==> config.mk <==
export PLATFORM = sky130hd
export DESIGN_NAME = tflag_arith_unit
export DESIGN_NICKNAME = d
export VERILOG_FILES = /design/src/rtl/tfa_pkg.sv /design/src/rtl/tfa_add_chain.sv /design/src/rtl/tfa_sub_chain.sv /design/src/rtl/tfa_core.sv /design/src/rtl/tfa_out_stage.sv /design/src/rtl/tflag_arith_unit.sv
export SDC_FILE = /design/constraint.sdc
export NUM_CORES = 1
export LEC_CHECK = 0
export CAP_MARGIN = 10
export CORE_UTILIZATION = 61
export DETAILED_ROUTE_END_ITERATION = 6
export GPL_TIMING_DRIVEN = 0
export MAX_ROUTING_LAYER = met4
export PLACE_DENSITY = 0.89
export SYNTH_ARGS = -nofsm -noshare
export SYNTH_HDL_FRONTEND = slang
export SYNTH_SLANG_ARGS = --single-unit
==> constraint.sdc <==
create_clock -name clk -period 3.08 [get_ports clk]
set_clock_uncertainty 0.1 [all_clocks]
set_input_delay 0.462 -clock clk [delete_from_list [all_inputs] [get_ports clk]]
set_output_delay 0.462 -clock clk [all_outputs]
set_load 0.01 [all_outputs]
==> src/rtl/tfa_pkg.sv <==
package tfa_pkg;
  localparam int unsigned DATA_W = 32;
  localparam int unsigned OP_W   = 3;

  typedef enum logic [OP_W-1:0] {
    OP_ADD_CARRY = 3'd0,
    OP_ADD_OVF   = 3'd1,
    OP_SUB_BORROW = 3'd2,
    OP_NEG_BORROW = 3'd3,
    OP_SUB_OVF   = 3'd4
  } tfa_op_e;
endpackage

==> src/rtl/tfa_add_chain.sv <==
// Two-step adder: (a + b) then + cin, carry-out of either step reported.
module tfa_add_chain #(
  parameter int unsigned W = 32
) (
  input  logic [W-1:0] a,
  input  logic [W-1:0] b,
  input  logic         cin,
  output logic [W-1:0] sum,
  output logic         cout
);
  logic [W:0] step1;
  logic [W:0] step2;

  always_comb begin
    step1 = {1'b0, a} + {1'b0, b};
    step2 = {1'b0, step1[W-1:0]} + {{W{1'b0}}, cin};
    sum   = step2[W-1:0];
    cout  = step1[W] | step2[W];
  end
endmodule

==> src/rtl/tfa_sub_chain.sv <==
// Two-step subtractor: (m - s) then - bin, borrow of either step reported.
module tfa_sub_chain #(
  parameter int unsigned W = 32
) (
  input  logic [W-1:0] m,
  input  logic [W-1:0] s,
  input  logic         bin,
  output logic [W-1:0] diff,
  output logic         bout
);
  logic [W:0] step1;
  logic [W:0] step2;

  always_comb begin
    step1 = {1'b0, m} - {1'b0, s};
    step2 = {1'b0, step1[W-1:0]} - {{W{1'b0}}, bin};
    diff  = step2[W-1:0];
    bout  = step1[W] | step2[W];
  end
endmodule

==> src/rtl/tfa_core.sv <==
// Combinational operation select and T-flag resolution.
module tfa_core
  import tfa_pkg::*;
#(
  parameter int unsigned W = DATA_W
) (
  input  logic [OP_W-1:0] op,
  input  logic [W-1:0]    a,
  input  logic [W-1:0]    b,
  input  logic            t_cur,
  input  logic            flag_en,
  output logic [W-1:0]    res,
  output logic            t_next
);
  localparam int unsigned MSB = W - 1;

  logic         add_cin;
  logic [W-1:0] add_sum;
  logic         add_cout;
  logic [W-1:0] sub_m;
  logic         sub_bin;
  logic [W-1:0] sub_diff;
  logic         sub_bout;
  logic         add_ovf;
  logic         sub_ovf;
  logic         op_t;
  logic         op_known;

  // The carry-in is used only by add-with-carry; the overflow add uses zero.
  assign add_cin = (op == OP_ADD_CARRY) ? t_cur : 1'b0;

  tfa_add_chain #(.W(W)) u_add (
    .a    (a),
    .b    (b),
    .cin  (add_cin),
    .sum  (add_sum),
    .cout (add_cout)
  );

  // Negation is a subtraction from zero on the same borrow chain.
  assign sub_m   = (op == OP_NEG_BORROW) ? '0 : b;
  assign sub_bin = ((op == OP_SUB_BORROW) || (op == OP_NEG_BORROW)) ? t_cur : 1'b0;

  tfa_sub_chain #(.W(W)) u_sub (
    .m    (sub_m),
    .s    (a),
    .bin  (sub_bin),
    .diff (sub_diff),
    .bout (sub_bout)
  );

  assign add_ovf = (a[MSB] == b[MSB]) && (add_sum[MSB] != a[MSB]);
  assign sub_ovf = (a[MSB] != b[MSB]) && (sub_diff[MSB] != b[MSB]);

  always_comb begin
    res      = '0;
    op_t     = t_cur;
    op_known = 1'b1;
    unique case (op)
      OP_ADD_CARRY:  begin res = add_sum;  op_t = add_cout; end
      OP_ADD_OVF:    begin res = add_sum;  op_t = add_ovf;  end
      OP_SUB_BORROW: begin res = sub_diff; op_t = sub_bout; end
      OP_NEG_BORROW: begin res = sub_diff; op_t = sub_bout; end
      OP_SUB_OVF:    begin res = sub_diff; op_t = sub_ovf;  end
      default:       begin res = '0;       op_known = 1'b0; end
    endcase
    t_next = (flag_en && op_known) ? op_t : t_cur;
  end
endmodule

==> src/rtl/tfa_out_stage.sv <==
// Optional one-entry valid/ready output slice.
module tfa_out_stage #(
  parameter int unsigned W       = 32,
  parameter bit          OUT_REG = 1'b1
) (
  input  logic         clk,
  input  logic         rst_n,
  input  logic         in_valid,
  output logic         in_ready,
  input  logic [W-1:0] d_res,
  input  logic         d_t,
  output logic         out_valid,
  input  logic         out_ready,
  output logic [W-1:0] q_res,
  output logic         q_t
);
  generate
    if (OUT_REG) begin : g_reg
      logic         full_q;
      logic [W-1:0] res_q;
      logic         t_q;
      logic         take;

      assign in_ready = !full_q || out_ready;
      assign take     = in_valid && in_ready;

      always_ff @(posedge clk or negedge rst_n) begin
        if (!rst_n) begin
          full_q <= 1'b0;
          res_q  <= '0;
          t_q    <= 1'b0;
        end else begin
          if (take) begin
            full_q <= 1'b1;
            res_q  <= d_res;
            t_q    <= d_t;
          end else if (out_ready) begin
            full_q <= 1'b0;
          end
        end
      end

      assign out_valid = full_q;
      assign q_res     = res_q;
      assign q_t       = t_q;
    end else begin : g_pass
      assign in_ready  = out_ready;
      assign out_valid = in_valid;
      assign q_res     = d_res;
      assign q_t       = d_t;
    end
  endgenerate
endmodule

==> src/rtl/tflag_arith_unit.sv <==
module tflag_arith_unit
  import tfa_pkg::*;
#(
  parameter int unsigned W       = DATA_W,
  parameter bit          OUT_REG = 1'b1
) (
  input  logic            clk,
  input  logic            rst_n,
  input  logic            in_valid,
  output logic            in_ready,
  input  logic [OP_W-1:0] in_op,
  input  logic [W-1:0]    in_a,
  input  logic [W-1:0]    in_b,
  input  logic            in_t,
  input  logic            in_flag_en,
  output logic            out_valid,
  input  logic            out_ready,
  output logic [W-1:0]    out_result,
  output logic            out_t
);
  logic [W-1:0] core_res;
  logic         core_t;

  tfa_core #(.W(W)) u_core (
    .op      (in_op),
    .a       (in_a),
    .b       (in_b),
    .t_cur   (in_t),
    .flag_en (in_flag_en),
    .res     (core_res),
    .t_next  (core_t)
  );

  tfa_out_stage #(.W(W), .OUT_REG(OUT_REG)) u_out (
    .clk       (clk),
    .rst_n     (rst_n),
    .in_valid  (in_valid),
    .in_ready  (in_ready),
    .d_res     (core_res),
    .d_t       (core_t),
    .out_valid (out_valid),
    .out_ready (out_ready),
    .q_res     (out_result),
    .q_t       (out_t)
  );
endmodule

==> results of run 1 <==
kinds of logic after synthesis:
| family | Yosys count |
|---|---|
| AO/OA/AOI/OAI | 304 |
| buffers and inverters | 86 |
| adder cells (fa/ha/maj) | 70 |
| multiplexers | 3 |
| flip-flops | 34 |
| AND/OR/NAND/NOR | 381 |
| XOR/XNOR | 100 |
per-layer routing:
metal,overflow,track usage
met2,880,1.38
met1,13,0.895
met3,33,0.703
met5,-,-
met4,209,1.15
through the flow:
step,instances,util,TNS [ns]
after floorplan,978,-,-17.01
after global placement,1227,0.751,-49.13
after detailed placement,1228,0.753,-50.94
after CTS,1314,0.915,-16.23
repair_timing:
action | 4_1_cts
gates cloned | 1
setup buffers | 91
setup endpoints to repair | 31
pin swaps | 104
resized for setup | 264
endpoints found under the hold margin | 0
==> metrics.md, run 1 <==
| Metric | Value |
|---|---|
| Status | `stopped before the end` |
| Failing step | `5_1_grt` |
| Tool error | `[ERROR GRT-0232] Routing congestion too high. Check the congestion heatmap in the GUI.` |
| Rows | `39` |
| Yosys top cell area share | `0.120` |
| GRT Util Overall | `1.03` |
| Adder-cell share of the synthesized area | `0.125` |
| Post-synthesis xor/xnor area fraction | `0.125` |
| Largest family of logic cells by synthesized area | `compound AO/OA/AOI/OAI gates` |
| Post-synthesis sequential area ratio | `0.120` |
| Seq cells post-synth | `34` |
| Clk root buf | `clkbuf_16` |
| Hold_buf cts | `0` |
| Syn_area_per_cell | `7.26 sq um` |
| PortBufs | `106` |
| EDFF count, synth | `0` |
| Asr flop ratio synth | `1.00` |
| Compound-Gate Fraction of Synth Area | `0.295` |
| CTS Buf Count | `5` |
| Htree depth | `2` |
| Mapped Nets | `1,121` |
| Mapped cell area | `7100 sq um` |
| Yosys warnings | `0` |
| Cell variety after synth | `82` |
| Clock tree buffer depth | `2` |
| Primary FF master, synth | `dfrtp_1` |
| Largest net degree at the start of global routing | `22` |
| Cells after synthesis | `978` |
| Area leader, netlist | `dfrtp_1` |
| GPL Wtd Cong | `0.969` |
| Most common cell in the netlist | `nand2_1` |
| Post-Synth Simple-Gate Area | `0.283` |
| Commonest cells in the netlist | `112 x nand2_1, 69 x a21oi_1, 68 x ha_1, 65 x nor2_1, 58 x o21ai_0` |
| Clock Sinks | `34` |
| Area contributors post-synth | `dfrtp_1 12%, ha_1 12%, xnor2_1 6.4%, nand2_1 5.9%, xor2_1 5.8%` |
| Starting Density | `0.624` |
| Place WS | `-2.23 ns` |
| Total gr overflow | `1,135` |
| Final HPWL DP | `18,300 um` |
| Die width | `110 um` |
| Area post-placement | `8560 sq um` |
| Die H | `110 um` |
| I/O pin total | `108` |
| Post-synthesis mux area share | `0.00458` |
==> inputs of run 2 (changes only) <==
- CORE_UTILIZATION: 61 -> 40
- MAX_ROUTING_LAYER: met4 -> default
- PLACE_DENSITY: 0.89 -> default
- PLACE_DENSITY_LB_ADDON: default -> 0.15
==> run 2 against run 1 <==
Against the previous run: the flow now finishes, with violations (setup timing); synthesized cell count unchanged; synthesized area unchanged.
==> metrics.md, run 2 <==
| Metric | Value |
|---|---|
| Slew headroom | `0.328` |
| Htree depth | `2` |
| Vias in the first global route | `7,594` |
| Largest register FFs | `32` |
| RR Endpoint | `u_out.q_t$_DFFE_PN0P_` |
| Cells after synthesis | `978` |
| Core area | `17,300 sq um` |
| Setup_tns | `-19.98 ns` |
| Peak supply drop | `437 uV` |
| Final instance area | `11,000 sq um` |
| Max_cap viols | `0` |
| Initial antenna violation count | `0` |
| Final Slew Violations | `0` |
| Layout Nets | `1,344` |
| Yosys warnings | `0` |
| I/O pin total | `108` |
| Period utilization | `1.34` |
| Global-route wire length before repair | `39,300 um` |
| Post-Route WL | `25,800 um` |
| Post-synthesis xor/xnor area fraction | `0.125` |
| 1st-pass router iterations | `5` |
| Worst-Skew Late Latency | `0.28 ns` |
| TritonCTS clock tree | `yes` |
| Slack of the worst reg-to-reg path | `1.18 ns` |
| Area leader, netlist | `dfrtp_1` |
| Post-synthesis mux area share | `0.00458` |
| Clock tree buffer depth | `2` |
| Wire length per cell | `18.1 um` |
| Post-synthesis sequential area ratio | `0.120` |
| Post-layout util | `0.637` |
| GPL Wtd Cong | `0.936` |
| Final Hold Violating Endpoints | `0` |
| EDFF count, synth | `0` |
| Seq cells post-synth | `34` |
| Worst-Margin Slew | `1.00 ns` |
| Vias/cell | `5.85` |
| Mapped Nets | `1,121` |
| Clock Sinks | `34` |
| GRT Util Overall | `0.269` |
| Area post-placement | `8630 sq um` |
| Yosys top cell area share | `0.120` |
| Failing checks | `setup timing` |
| PD cells | `341 nW/um^2` |
| Commonest non-fill, non-tap cell in the layout | `buf_4` |
| Fraction of layout cells with a size suffix above 1 | `0.290` |
| PortBufs | `106` |
| Die H | `135 um` |
| Crit path launch | `in_op[2]` |
| Endpoint type of the worst setup path | `flip-flop` |
| WP data arrival | `4.16 ns` |
| Clock-pin slew on the worst setup and hold paths | `0.05 ns` |
| DRT iter0 DRCs | `648` |
| Overall power | `3.75 mW` |
| Area contributors post-synth | `dfrtp_1 12%, ha_1 12%, xnor2_1 6.4%, nand2_1 5.9%, xor2_1 5.8%` |
| Mapped cell area | `7100 sq um` |
| Leak | `4.68 nW` |
| Adder-cell share of the synthesized area | `0.125` |
| Cell variety after synth | `82` |
| Commonest cells in the netlist | `112 x nand2_1, 69 x a21oi_1, 68 x ha_1, 65 x nor2_1, 58 x o21ai_0` |
| Total gr overflow | `0` |
| Asr flop ratio synth | `1.00` |
| Area growth from synthesis to layout | `55.2%` |
| DR vias | `8,341` |
| Worst hold path class | `in -> async` |
| Compound-Gate Fraction of Synth Area | `0.295` |
| Die width | `135 um` |
| Unrepaired setup endpoints after global routing | `true` |
| Syn_area_per_cell | `7.26 sq um` |
| Final HPWL DP | `18,700 um` |
| Status | `finished with violations` |
| Startpoint class of the critical path | `input port` |
| Clk root buf | `clkbuf_16` |
| Crit path kind | `in -> reg` |
| Antenna-violating nets left | `0` |
| Primary FF master, synth | `dfrtp_1` |
| Starting Density | `0.410` |
| Most common cell in the netlist | `nand2_1` |
| DR DRC count | `0` |
| Rows | `48` |
| Fmax | `0.242 GHz` |
| Reg2Reg Depth | `7` |
| Most frequent cells in the layout | `107 x buf_4, 102 x nand2_1, 71 x clkdlybuf4s50_1` |
| Post-Synth Simple-Gate Area | `0.283` |
| Period minus WS final | `4.13 ns` |
| Setup violations, final | `27` |
| Hold_buf cts | `0` |
| Largest family of logic cells by synthesized area | `compound AO/OA/AOI/OAI gates` |
| Worst endpoint required time | `3.11 ns` |
| Largest net degree at the start of global routing | `35` |
| CTS Buf Count | `5` |
| # diodes | `0` |
| Final WS setup | `-1.05 ns` |
| Critical Path Fanout Max | `6` |
| Die area | `18,300 sq um` |
| R2r startpoint | `u_out.out_valid$_DFFE_PN0P_` |
[run 2: cell counts after synthesis]
No cell type changed its count.
[run 2: report_power, final]
part | switching, mW | leakage, nW | internal (mW) | total (mW)
combinational | 1.44 | 4.16 | 1.26 | 2.70
sequential | 0.0398 | 0.449 | 0.516 | 0.555
clock | 0.178 | 0.0739 | 0.320 | 0.498
total | 1.66 | 4.68 | 2.09 | 3.75
[run 2: layer usage]
layer,track usage,wire [um],up-vias
met5,0,0,-
met4,0.0855,586,0
met3,0.0168,1270,31
met2,0.419,11600,270
met1,0.392,12300,3961
li1,-,-,4079
[run 2: per-stage QoR]
stage / setup WS, ns / cells / hold slack (ns)
2_1_floorplan: -0.937 / 978 / 0.0664
3_3_place_gp: -2.34 / 1309 / 0.366
3_5_place_dp: -2.33 / 1309 / 0.372
4_1_cts: -0.922 / 1391 / 0.171
5_1_grt: -1.21 / 1427 / 0.209
6_report: -1.05 / 1427 / 0.143
[run 2: what timing repair did]
item	in CTS	in global routing
pin swaps	109	79
setup buffers	87	41
endpoints found under the setup margin	32	28
cloned	0	0
gates resized for setup	234	110
[run 2: cells by family after synthesis]
family / Yosys count
simple gates: 381
compound gates: 304
xor+xnor: 100
buf+inv: 86
fa+ha+maj: 70
flops: 34
mux: 3
[run 2: cell type report]
cell class	count	area, sq um
plain buffers	30	235
clock buffers	7	143
fillers	1451	6280
well taps	225	282
inverters	44	165
repair buffers	228	2020
multi-input cells	858	7310
clock inverters	1	5.00
flip-flops and latches	34	851
[run 2: how the worst max path moves through the flow]
stage	end	cells past startpoint
2_1_floorplan	u_out.q_res[28]$_DFFE_PN0P_	18
5_1_grt	u_out.q_res[28]$_DFFE_PN0P_	21
6_report	u_out.q_res[28]$_DFFE_PN0P_	20
4_1_cts	u_out.q_t$_DFFE_PN0P_	17
3_3_place_gp	u_out.q_res[28]$_DFFE_PN0P_	18
3_5_place_dp	u_out.q_res[28]$_DFFE_PN0P_	18
[run 2: critical path: stages]
cell and delay [ns]:
clkbuf_16 0.12, nor2b_4 0.14, nand2_4 0.11, clkbuf_16 0.18, buf_8 0.13, and2_4 0.16
ha_4 0.29, nor2b_4 0.21, o21a_1 0.22, o21a_1 0.19, o221ai_2 0.13, or3b_4 0.41
buf_6 0.14, nor3_4 0.20, nand4_1 0.17, buf_4 0.19, nor3_4 0.24, nand3_1 0.12
xor2_1 0.19, o221ai_1 0.15
(Power assumes the default switching activity.)
